--- config.mk ---
export PLATFORM = sky130hd
export DESIGN_NAME = owr_rom_layer
export DESIGN_NICKNAME = d
export VERILOG_FILES = /design/src/rtl/owr_rom_pkg.sv /design/src/rtl/owr_lsb_shifter.sv /design/src/rtl/owr_bit_cursor.sv /design/src/rtl/owr_id_rom.sv /design/src/rtl/owr_rom_layer.sv
export SDC_FILE = /design/constraint.sdc
export NUM_CORES = 1
export LEC_CHECK = 0
export CORE_UTILIZATION = 55
export DETAILED_ROUTE_END_ITERATION = 6
export MAX_ROUTING_LAYER = met4
export PLACE_DENSITY_LB_ADDON = 0.05
export SYNTH_ARGS = -nofsm -noshare
export SYNTH_HDL_FRONTEND = slang
export SYNTH_SLANG_ARGS = --single-unit
--- constraint.sdc ---
create_clock -name clk -period 7 [get_ports clk]
set_input_delay 1.4 -clock clk [delete_from_list [all_inputs] [get_ports clk]]
set_output_delay 1.4 -clock clk [all_outputs]
set_load 0.03 [all_outputs]
--- src/rtl/owr_rom_pkg.sv ---
package owr_rom_pkg;

    localparam int ID_W  = 64;
    localparam int IDX_W = $clog2(ID_W);
    localparam int CMD_W = 8;

    localparam logic [CMD_W-1:0] OP_READ   = 8'h33;
    localparam logic [CMD_W-1:0] OP_MATCH  = 8'h55;
    localparam logic [CMD_W-1:0] OP_SKIP   = 8'hCC;
    localparam logic [CMD_W-1:0] OP_SEARCH = 8'hF0;
    localparam logic [CMD_W-1:0] OP_ALARM  = 8'hEC;

    typedef enum logic [2:0] {
        ST_QUIET,
        ST_CMD,
        ST_READ,
        ST_MATCH,
        ST_SEARCH,
        ST_FUNC
    } rom_state_e;

    typedef enum logic [1:0] {
        PH_TRUE,
        PH_COMP,
        PH_DIR
    } srch_phase_e;

    typedef struct packed {
        rom_state_e  state;
        srch_phase_e phase;
    } rom_ctl_s;

    // CRC-8 with reflected polynomial x^8+x^5+x^4+1, bits taken LSB first
    function automatic logic [7:0] crc8_lsb(input logic [55:0] data);
        logic [7:0] acc;
        logic       fb;
        acc = 8'h00;
        for (int i = 0; i < 56; i++) begin
            fb  = acc[0] ^ data[i];
            acc = acc >> 1;
            if (fb) acc = acc ^ 8'h8C;
        end
        return acc;
    endfunction

    function automatic logic [ID_W-1:0] build_id(input logic [7:0]  family,
                                                 input logic [47:0] serial);
        logic [55:0] body;
        body = {serial, family};
        return {crc8_lsb(body), body};
    endfunction

endpackage

--- src/rtl/owr_lsb_shifter.sv ---
module owr_lsb_shifter #(
    parameter int W = 8
) (
    input  logic         clk,
    input  logic         rst,
    input  logic         clr_i,
    input  logic         shift_i,
    input  logic         bit_i,
    output logic [W-1:0] word_o
);
    // Keeps the earlier W-1 bits; the newest bit completes the word
    logic [W-2:0] held;

    assign word_o = {bit_i, held};

    always_ff @(posedge clk) begin
        if (rst || clr_i) begin
            held <= '0;
        end else if (shift_i) begin
            held <= word_o[W-1:1];
        end
    end
endmodule

--- src/rtl/owr_bit_cursor.sv ---
module owr_bit_cursor #(
    parameter int W = 6
) (
    input  logic         clk,
    input  logic         rst,
    input  logic         clr_i,
    input  logic         step_i,
    output logic [W-1:0] cnt_o
);
    always_ff @(posedge clk) begin
        if (rst || clr_i) begin
            cnt_o <= '0;
        end else if (step_i) begin
            cnt_o <= cnt_o + 1'b1;
        end
    end
endmodule

--- src/rtl/owr_id_rom.sv ---
module owr_id_rom
    import owr_rom_pkg::*;
#(
    parameter logic [7:0]  FAMILY = 8'h28,
    parameter logic [47:0] SERIAL = 48'h0000_1A2B_3C4D
) (
    input  logic [IDX_W-1:0] idx_i,
    output logic             bit_o
);
    localparam logic [ID_W-1:0] IDENT = build_id(FAMILY, SERIAL);

    assign bit_o = IDENT[idx_i];
endmodule

--- src/rtl/owr_rom_layer.sv ---
module owr_rom_layer
    import owr_rom_pkg::*;
#(
    parameter logic [7:0]  FAMILY = 8'h28,
    parameter logic [47:0] SERIAL = 48'h0000_1A2B_3C4D
) (
    input  logic clk,
    input  logic rst,
    input  logic bus_reset_i,
    input  logic rx_valid_i,
    input  logic rx_bit_i,
    input  logic tx_req_i,
    output logic tx_bit_o,
    input  logic alarm_i,
    output logic func_en_o
);
    localparam logic [IDX_W-1:0] CMD_LAST = IDX_W'(CMD_W - 1);
    localparam logic [IDX_W-1:0] ID_LAST  = IDX_W'(ID_W - 1);

    rom_ctl_s ctl_q, ctl_d;

    logic             cur_clr, cur_step;
    logic [IDX_W-1:0] cur;
    logic             sh_clr, sh_en;
    logic [CMD_W-1:0] cmd_word;
    logic             id_bit;

    owr_bit_cursor #(.W(IDX_W)) u_cursor (
        .clk    (clk),
        .rst    (rst),
        .clr_i  (cur_clr),
        .step_i (cur_step),
        .cnt_o  (cur)
    );

    owr_lsb_shifter #(.W(CMD_W)) u_cmd (
        .clk     (clk),
        .rst     (rst),
        .clr_i   (sh_clr),
        .shift_i (sh_en),
        .bit_i   (rx_bit_i),
        .word_o  (cmd_word)
    );

    owr_id_rom #(.FAMILY(FAMILY), .SERIAL(SERIAL)) u_id (
        .idx_i (cur),
        .bit_o (id_bit)
    );

    always_comb begin
        ctl_d    = ctl_q;
        cur_clr  = 1'b0;
        cur_step = 1'b0;
        sh_clr   = 1'b0;
        sh_en    = 1'b0;
        if (bus_reset_i) begin
            ctl_d.state = ST_CMD;
            ctl_d.phase = PH_TRUE;
            cur_clr     = 1'b1;
            sh_clr      = 1'b1;
        end else begin
            unique case (ctl_q.state)
                ST_CMD: begin
                    if (rx_valid_i) begin
                        sh_en    = 1'b1;
                        cur_step = 1'b1;
                        if (cur == CMD_LAST) begin
                            cur_clr     = 1'b1;
                            ctl_d.phase = PH_TRUE;
                            case (cmd_word)
                                OP_READ:   ctl_d.state = ST_READ;
                                OP_MATCH:  ctl_d.state = ST_MATCH;
                                OP_SKIP:   ctl_d.state = ST_FUNC;
                                OP_SEARCH: ctl_d.state = ST_SEARCH;
                                OP_ALARM:  ctl_d.state = alarm_i ? ST_SEARCH : ST_QUIET;
                                default:   ctl_d.state = ST_QUIET;
                            endcase
                        end
                    end
                end
                ST_READ: begin
                    if (tx_req_i) begin
                        cur_step = 1'b1;
                        if (cur == ID_LAST) ctl_d.state = ST_FUNC;
                    end
                end
                ST_MATCH: begin
                    if (rx_valid_i) begin
                        cur_step = 1'b1;
                        if (rx_bit_i != id_bit)  ctl_d.state = ST_QUIET;
                        else if (cur == ID_LAST) ctl_d.state = ST_FUNC;
                    end
                end
                ST_SEARCH: begin
                    unique case (ctl_q.phase)
                        PH_TRUE: if (tx_req_i) ctl_d.phase = PH_COMP;
                        PH_COMP: if (tx_req_i) ctl_d.phase = PH_DIR;
                        default: begin
                            if (rx_valid_i) begin
                                cur_step    = 1'b1;
                                ctl_d.phase = PH_TRUE;
                                if (rx_bit_i != id_bit)  ctl_d.state = ST_QUIET;
                                else if (cur == ID_LAST) ctl_d.state = ST_FUNC;
                            end
                        end
                    endcase
                end
                default: ;
            endcase
        end
    end

    always_ff @(posedge clk) begin
        if (rst) begin
            ctl_q.state <= ST_QUIET;
            ctl_q.phase <= PH_TRUE;
        end else begin
            ctl_q <= ctl_d;
        end
    end

    always_comb begin
        tx_bit_o = 1'b1;
        if (ctl_q.state == ST_READ) begin
            tx_bit_o = id_bit;
        end else if (ctl_q.state == ST_SEARCH) begin
            if (ctl_q.phase == PH_TRUE)      tx_bit_o = id_bit;
            else if (ctl_q.phase == PH_COMP) tx_bit_o = ~id_bit;
        end
    end

    assign func_en_o = (ctl_q.state == ST_FUNC);
endmodule

---- Word level (Yosys, flattened, before mapping) ----
Memory sizes are Yosys's and may differ from the RTL's. A register that Yosys moved wholly into a read port is not among the register bits.
Cells that the tools add are included.
word-level totals
  register bits ........................... 18
  bits in read-only memories .............. 64
  bits of input ports ..................... 7
  output and inout bits ................... 2
  word-level logic and storage cells ...... 85
  memories ................................ 1
operators by class
  add/sub/neg operators ................... 1
  magnitude comparators ................... 1
  equality and inequality tests ........... 29
  mux-type cells .......................... 35
  bitwise logic cells ..................... 1
  reductions and logical operators ........ 12
memories
  memory           depth  width  rd ports  clocked after Yosys merged registers in  wr ports  RTL line          RTL
  (no name shown)  64     1      1         1                                        0         owr_id_rom.sv:12  assign bit_o = IDENT[idx_i];
operator list
  cell                                                                           number
  8-bit equality test (second input constant)                                    3
  3-bit inequality test (second input constant)                                  8
  3-bit two-way mux                                                              7
  1-bit two-way mux                                                              16
  5-bit two-way mux                                                              3
  3-bit case mux with 5 select lines                                             1
  7-bit AND reduction                                                            2
  6-bit two-way mux                                                              2
  2-bit inequality test (second input constant)                                  6
  3-bit case mux with 4 select lines                                             1
  8-bit by 6-bit equality test with 1-bit output (second input constant)         1
  8-bit by 7-bit equality test with 1-bit output (second input constant)         1
  2-bit case mux with 2 select lines                                             2
  6-bit by 7-bit less-than comparator with 1-bit output (second input constant)  1
  6-bit by 1-bit adder with 6-bit output (second input constant)                 1
  3-bit by 2-bit equality test with 1-bit output (second input constant)         2
  3-bit equality test (second input constant)                                    2
  6-bit by 3-bit equality test with 1-bit output (second input constant)         1
  6-bit equality test (second input constant)                                    1
  6-bit AND reduction                                                            1
  2-bit OR reduction                                                             3
  5-bit nonzero test                                                             1
  2-bit two-way mux                                                              2
  4-bit by 2-bit inequality test with 1-bit output (second input constant)       1
  9 further kinds                                                                10

---- Depth between registers and ports, before layout ----
Gate-level depths: netlist of the first run.
  word-level depth ........................ 8
  gate-level depth with buffers ........... 9
  depth with buffers taken out ............ 7

---- Hierarchy ----
Synthesis of the first run repeated with hierarchy kept, for this count alone.
second synthesis, totals
  cell total of the unflattened synthesis .. 136
  area, all modules ....................... 1,142.3 um^2
by module, submodules not included
  module           instances  cells each  area an instance (um^2)  sequential area each (um^2)
  owr_rom_layer    1          71          544.3                    100.1
  owr_lsb_shifter  1          25          260.2                    140.1
  owr_bit_cursor   1          26          249.0                    120.1
  owr_id_rom       1          14          88.8                     0.0

---- Least setup slack after synthesis of the first run ----
Ideal clock, no wire load.
  path type ............................... input -> register
  start point ............................. input port tx_req_i
  end point ............................... register id_bit (netlist name)
  setup time .............................. 0.130 ns
  data arrival time ....................... 3.130 ns
  required time ........................... 6.870 ns
  path slack .............................. 3.740 ns
  cell stages on the path ................. 7
  buffers on the path ..................... 1
  cell sequence ........................... or4bb_1 > o211a_1 > buf_6 > or4_4 > xor2_1 > a311oi_1 > a32oi_1
RTL lines
  element          RTL line             RTL
  start, declared  owr_rom_layer.sv:12  input logic tx_req_i,

==> impl_metrics.py, run 1 <==
metrics = {
    "status": {
        "outcome": "complete, no violations",
    },
    "power": {
        "power_frac_clock_pct": 30.2,
        "leakagePower_nw": 0.481,
        "internal_power_uw": 138,
        "sw_frac_of_total_pct": 25.1,
        "pwr-share-comb_pct": 10.1,
        "seqPwrFrac_pct": 59.7,
        "vdd.ir_drop.worst_mv": 0.0999,
        "p_sw_uw": 46.3,
        "power.density_mw_per_mm2": 120,
    },
    "global_route": {
        "grt_first_pass_wirelength_um": 5540,
        "overflow": 0,
        "grt_max_degree": 15,
        "antenna_found_initial": 0,
        "grt_usage_pct": 27.3,
        "grt_pass1_vias": 1180,
    },
    "logic_synthesis": {
        "synth_common_cells": "nor2_1 (21), dfxtp_1 (19), a21oi_1 (10)",
        "synthXorXnorAreaFrac_pct": 4.80,
        "yosysWarnings": 0,
        "synth_cell_types": 55,
        "synth-seq-cells": 19,
        "synth_compound_area_share_pct": 23.0,
        "syn_area_mm2": 0.00146,
        "synth-main-ff-cell": "dfxtp_1",
        "synth_top_family_by_area": "simple AND/OR/NAND/NOR gates",
        "synth_fa_ha_area_share_pct": 1.54,
        "ys_top_cells_by_area": "dfxtp_1 (26%), mux2i_1 (6.2%), nor2_1 (5.4%)",
        "synth-edff-count": 0,
        "avgSynthCellArea_um2": 7.89,
        "synthesis.nets": 193,
        "synth_most_common_cell": "nor2_1",
        "synthMuxAreaShare_pct": 6.94,
        "yosysTopAreaCellShare_pct": 26.0,
        "yosys.area.top_type": "dfxtp_1",
        "syn_inst": 185,
        "ys_seq_area_share_pct": 26.0,
        "yosys.area_share.simple_pct": 30.4,
        "synthArstFlopShare_pct": 0,
    },
    "place": {
        "place_area_mm2": 0.00151,
        "dp_hpwl_um": 2420,
        "place_congestion": 0.904,
        "io_buffers": 8,
    },
    "drt": {
        "antenna_left": 0,
        "drt_iter0_drc": 37,
        "vias": 1364,
        "drc": 0,
        "via_per_inst": 6.37,
        "routed_wl_um": 3220,
        "drtPass1Iterations": 4,
        "wl_per_cell_um": 15.1,
    },
    "cts": {
        "cts.sinks": 19,
        "ctsResizeCount": 0,
        "post_cts_buffers": 0,
        "htreeDepth": 1,
        "clockRootBuffer": "clkbuf_4",
        "cts_tree": "yes",
        "ctsHoldBuffers": 0,
        "clkTransAtPathRegs_ns": 0.11,
        "cts_buffer_depth": 2,
        "clk_latency_ns": 0.30,
        "cts_inserted_buffers": 3,
    },
    "cells_and_area": {
        "area_delta_synth_final_pct": 5.14,
        "n_antenna_cell": 0,
        "drive_gt1_share_pct": 5.98,
        "finalNetCount": 193,
        "final_area_mm2": 0.00154,
    },
    "critical_path": {
        "path_class": "in -> reg",
        "required_ns": 7.18,
        "cp_cell_sequence": "clkdlybuf4s50_1 -> nor4bb_2 -> nor3b_1 -> or2_2 -> o21bai_1 -> or3b_1 -> a32oi_1",
        "endpoint_kind": "flop",
        "arrival_ns": 3.83,
        "reg2reg_from": "ctl_q[4]$_SDFFE_PP0P_",
        "crit_path_start_kind": "input pin",
        "slowest_stage": "nor4bb_2",
        "worstPathMaxFanout": 9,
        "startpoint": "rx_valid_i",
        "cpPeakStageDelay_ns": 0.90,
        "crit_family": "simple AND/OR/NAND/NOR gates",
        "path_buf_inv": 1,
    },
    "sta": {
        "fin_setup_tns_ns": 0,
        "setup_viol": 0,
        "fin_crit_ns": 3.65,
        "rsz0062_at_grt": "false",
        "tightest_slew_ns": 1.09,
        "max_freq_mhz": 274,
        "clock_skew_ns": 0.00379,
        "whs_ns": 0.555,
        "fin_crit_sh_pct": 52.1,
        "final_hold_viol_count": 0,
        "slew_headroom_pct": 26.3,
        "drv_slew": 0,
    },
    "floorplan": {
        "dieArea_mm2": 0.00286,
        "die-height_um": 53.5,
        "die_w_um": 53.5,
        "initial_utilization_pct": 58.4,
        "io_pins": 9,
        "core_area_mm2": 0.00250,
        "fp-row-count": 18,
    },
    "worst_hold_path": {
        "worstHoldStart": "u_cmd.held[0]$_SDFFE_PP0P_",
        "hold_path_class": "reg -> reg",
    },
    "flow_run": {
        "max-cap-violations": 0,
    },
}
## layout make-up
class / instances / area [µm²]
multi-input cells: 145 / 980
fillers: 240 / 965
flip-flops and latches: 19 / 380
repair buffers: 8 / 80.1
well taps: 30 / 37.5
inverters: 8 / 30.0
clock buffers: 3 / 22.5
clock inverters: 1 / 5.00
## metal layers
layer	track usage, %	up-vias	wire length, µm
met4	6.58	0	19
met2	39.6	33	1420
met5	-	-	0
met3	3.74	2	154
met1	39.3	643	1630
li1	-	686	-
## per-stage QoR
| stage | instances | total power [mW] | worst slack, ns | util, % |
|---|---|---|---|---|
| final | 214 | 0.184 | 3.35 | 61.4 |
| after global routing | 214 | 0.193 | 3.13 | 61.4 |
| after CTS | 214 | 0.186 | 3.36 | 61.4 |
| after detailed placement | 210 | 0.131 | 3.05 | 60.3 |
| after global placement | 210 | 0.130 | 3.11 | 60.3 |
| after floorplan | 185 | 0.126 | 3.74 | - |
## final timing paths
path                                     end  slack (ns)  cells after the start
setup / recovery              id_bit$_DFF_P_        3.35                      7
hold / removal    u_cmd.held[0]$_SDFFE_PP0P_        0.56                      2
setup reg to reg              id_bit$_DFF_P_        4.12                      6
hold reg to reg   u_cmd.held[0]$_SDFFE_PP0P_        0.56                      2
## sequential cells by signal (all words and copies together) (netlist names)
signal / count
id_bit: 1
ctl_q: 5
u_cmd.held: 7
u_cursor.cnt_o: 6
## kinds of logic after synthesis
kind of cell	Yosys count
multiplexers	10
flip-flops	19
AND/OR/NAND/NOR	77
AO/OA/AOI/OAI	48
buffers and inverters	21
adder cells (fa/ha/maj)	2
XOR/XNOR	8
## worst min-delay path, cell delays in order, from the launching register on
cell	delay (ns)
dfxtp_1	0.37
mux2i_1	0.08
nor2_1	0.08
## power groups by stage
stage | Clock (mW) | Sequential (mW) | Combinational [mW]
floorplan | 0 | 0.111 | 0.0142
global placement | 0 | 0.112 | 0.0177
detailed placement | 0 | 0.112 | 0.0181
CTS | 0.0573 | 0.110 | 0.0183
global route | 0.0622 | 0.110 | 0.0205
finish | 0.0557 | 0.110 | 0.0185
## cell usage in the layout, fill, tap and decap left out, drive strengths merged, types with 3 or more instances in the layout
cell type	n
dfxtp	19
nand2b	7
or4bb	3
mux2i	9
nor3	4
clkdlybuf4s50	8
o21ai	6
o211ai	3
xnor2	5
a21oi	10
or3b	3
or4	3
nand3	5
nand2	9
and2	4
clkbuf	3
nand4	3
a211oi	3
nand3b	3
a21boi	4
inv	8
or2	3
nor2	21
xor2	3
(Power assumes the default switching activity.)
==> inputs of run 2 (changes only) <==
CORE_UTILIZATION = 53   (was 55)
clock period = 3.32 ns   (was 7 ns; I/O delays follow)
==> run 2 against run 1 <==
- clock-buffer cell count up 1
- global-route usage shrank 2.1 points
- register-to-register slack got worse by 3.5 ns
- sequential share of layout area shrank 0.22 points
- highest routed layer unchanged
- critical endpoint unchanged
- clock skew rose by 0.0016 ns
- utilization decreased by 0.55 points
- non-clock buffer count is 2 higher
- final cell count increased by 0.93%
==> impl_metrics.py, run 2 (same netlist as run 1, synthesis figures left out) <==
metrics = {
    "status": {
        "outcome": "complete, no violations",
    },
    "sta": {
        "max_freq_mhz": 341,
        "tightest_slew_ns": 0.610,
        "setup_viol": 0,
        "final_hold_viol_count": 0,
        "fin_setup_tns_ns": 0,
        "clock_skew_ns": 0.00544,
        "fin_crit_ns": 2.93,
        "drv_slew": 0,
        "slew_headroom_pct": 59.3,
        "rsz0062_at_grt": "false",
        "fin_crit_sh_pct": 88.2,
    },
    "cells_and_area": {
        "mostFrequentLayoutCells": "nor2_1 (21), dfxtp_1 (19), a21oi_1 (10)",
        "regMostFlops": "u_cmd.held",
        "layout_commonest_cell": "nor2_1",
        "n_antenna_cell": 0,
        "drive_gt1_share_pct": 6.45,
        "finalNetCount": 195,
        "reg_top3": "u_cmd.held x7, u_cursor.cnt_o x6, ctl_q x5",
        "area_delta_synth_final_pct": 6.08,
        "largest_reg_flops": 7,
    },
    "floorplan": {
        "die-height_um": 54.5,
        "die_w_um": 54.5,
        "io_pins": 9,
        "initial_utilization_pct": 57.4,
        "fp-row-count": 18,
        "core_area_mm2": 0.00254,
        "dieArea_mm2": 0.00297,
    },
    "drt": {
        "vias": 1353,
        "drt_iter0_drc": 38,
        "antenna_left": 0,
        "wl_per_cell_um": 14.9,
        "drc": 0,
        "drtPass1Iterations": 4,
        "routed_wl_um": 3220,
        "via_per_inst": 6.26,
    },
    "global_route": {
        "grt_usage_pct": 25.2,
        "grt_first_pass_wirelength_um": 5210,
        "grt_pass1_vias": 1201,
        "overflow": 0,
        "antenna_found_initial": 0,
        "grt_max_degree": 15,
    },
    "flow_run": {
        "max-cap-violations": 0,
    },
    "cts": {
        "post_cts_buffers": 0,
        "cts_tree": "yes",
        "clkTransAtPathRegs_ns": 0.11,
        "htreeDepth": 1,
        "cts_buffer_depth": 2,
        "clockRootBuffer": "clkbuf_4",
        "ctsResizeCount": 0,
        "cts_inserted_buffers": 3,
        "clk_latency_ns": 0.29,
        "cts.sinks": 19,
        "ctsHoldBuffers": 0,
    },
    "place": {
        "io_buffers": 8,
        "place_congestion": 0.889,
        "dp_hpwl_um": 2370,
    },
    "power": {
        "vdd.ir_drop.worst_mv": 0.205,
        "finalPower_uw": 391,
        "leakagePower_nw": 0.489,
        "power.density_mw_per_mm2": 252,
    },
    "critical_path": {
        "endpoint_kind": "flop",
        "required_ns": 3.54,
        "path_class": "in -> reg",
        "crit_path_start_kind": "input pin",
        "arrival_ns": 3.14,
        "worstPathMaxFanout": 11,
    },
    "worst_hold_path": {
        "hold_path_class": "reg -> reg",
    },
}
==> run 2: cell count changes in the layout (fill, tap and decap cells not counted), sizes merged <==
cell / previous run / this run
buf: 0 / 2
clkbuf: 3 / 4
clkinv: 1 / 0
==> run 2: metrics by stage <==
step | worst slack, ns | instances | hold WS, ns | utilization, % | area (µm²)
after CTS | 0.408 | 216 | 0.549 | 60.9 | 1550
after global routing | 0.327 | 216 | 0.581 | 60.9 | 1550
after global placement | 0.209 | 212 | 0.499 | 59.8 | 1520
after detailed placement | 0.121 | 212 | 0.526 | 59.8 | 1520
final | 0.391 | 216 | 0.543 | 60.9 | 1550
after floorplan | 0.796 | 185 | 0.465 | - | 1460
==> run 2: worst paths after layout <==
kind | start | endpoint | slack, ns | depth (start not counted)
min reg2reg | u_cmd.held[1]$_SDFFE_PP0P_ | u_cmd.held[1]$_SDFFE_PP0P_ | 0.54 | 2
min | u_cmd.held[1]$_SDFFE_PP0P_ | u_cmd.held[1]$_SDFFE_PP0P_ | 0.54 | 2
max | tx_req_i | id_bit$_DFF_P_ | 0.39 | 7
max reg2reg | ctl_q[4]$_SDFFE_PP0P_ | id_bit$_DFF_P_ | 0.60 | 6
==> run 2: layer usage <==
| metal | up-vias | GRT usage (%) | routed length (µm) |
|---|---|---|---|
| met1 | 633 | 32.2 | 1570 |
| li1 | 686 | - | - |
| met4 | 0 | 10.7 | 53 |
| met2 | 28 | 38.6 | 1460 |
| met3 | 6 | 4.44 | 140 |
| met5 | - | - | 0 |
==> run 2: power breakdown <==
group / internal, mW / switching (mW) / leakage [nW]
registers: 0.229 / 0.00287 / 0.153
logic: 0.0184 / 0.0230 / 0.320
clock network: 0.0466 / 0.0710 / 0.0150
==> run 2: worst max-delay path, cell delays in order <==
cell and delay [ns]:
clkdlybuf4s50_1 0.51, or4bb_1 0.52, o211a_1 0.25, or4_1 0.57, nand4_1 0.13, or3b_1 0.35
a32oi_1 0.16
==> run 2: layout make-up <==
type,count,area [µm²]
clock buffer,4,26.3
tap,30,37.5
multi-input combinational,145,980
fill,250,996
inverter,8,30.0
timing repair buffer,10,95.1
sequential,19,380
==> inputs of run 3 (changes only) <==
CTS_CLUSTER_DIAMETER = 60   (was not set)
==> results of run 3 <==
Final layout, timing and power as in run 2 (identical DEF).
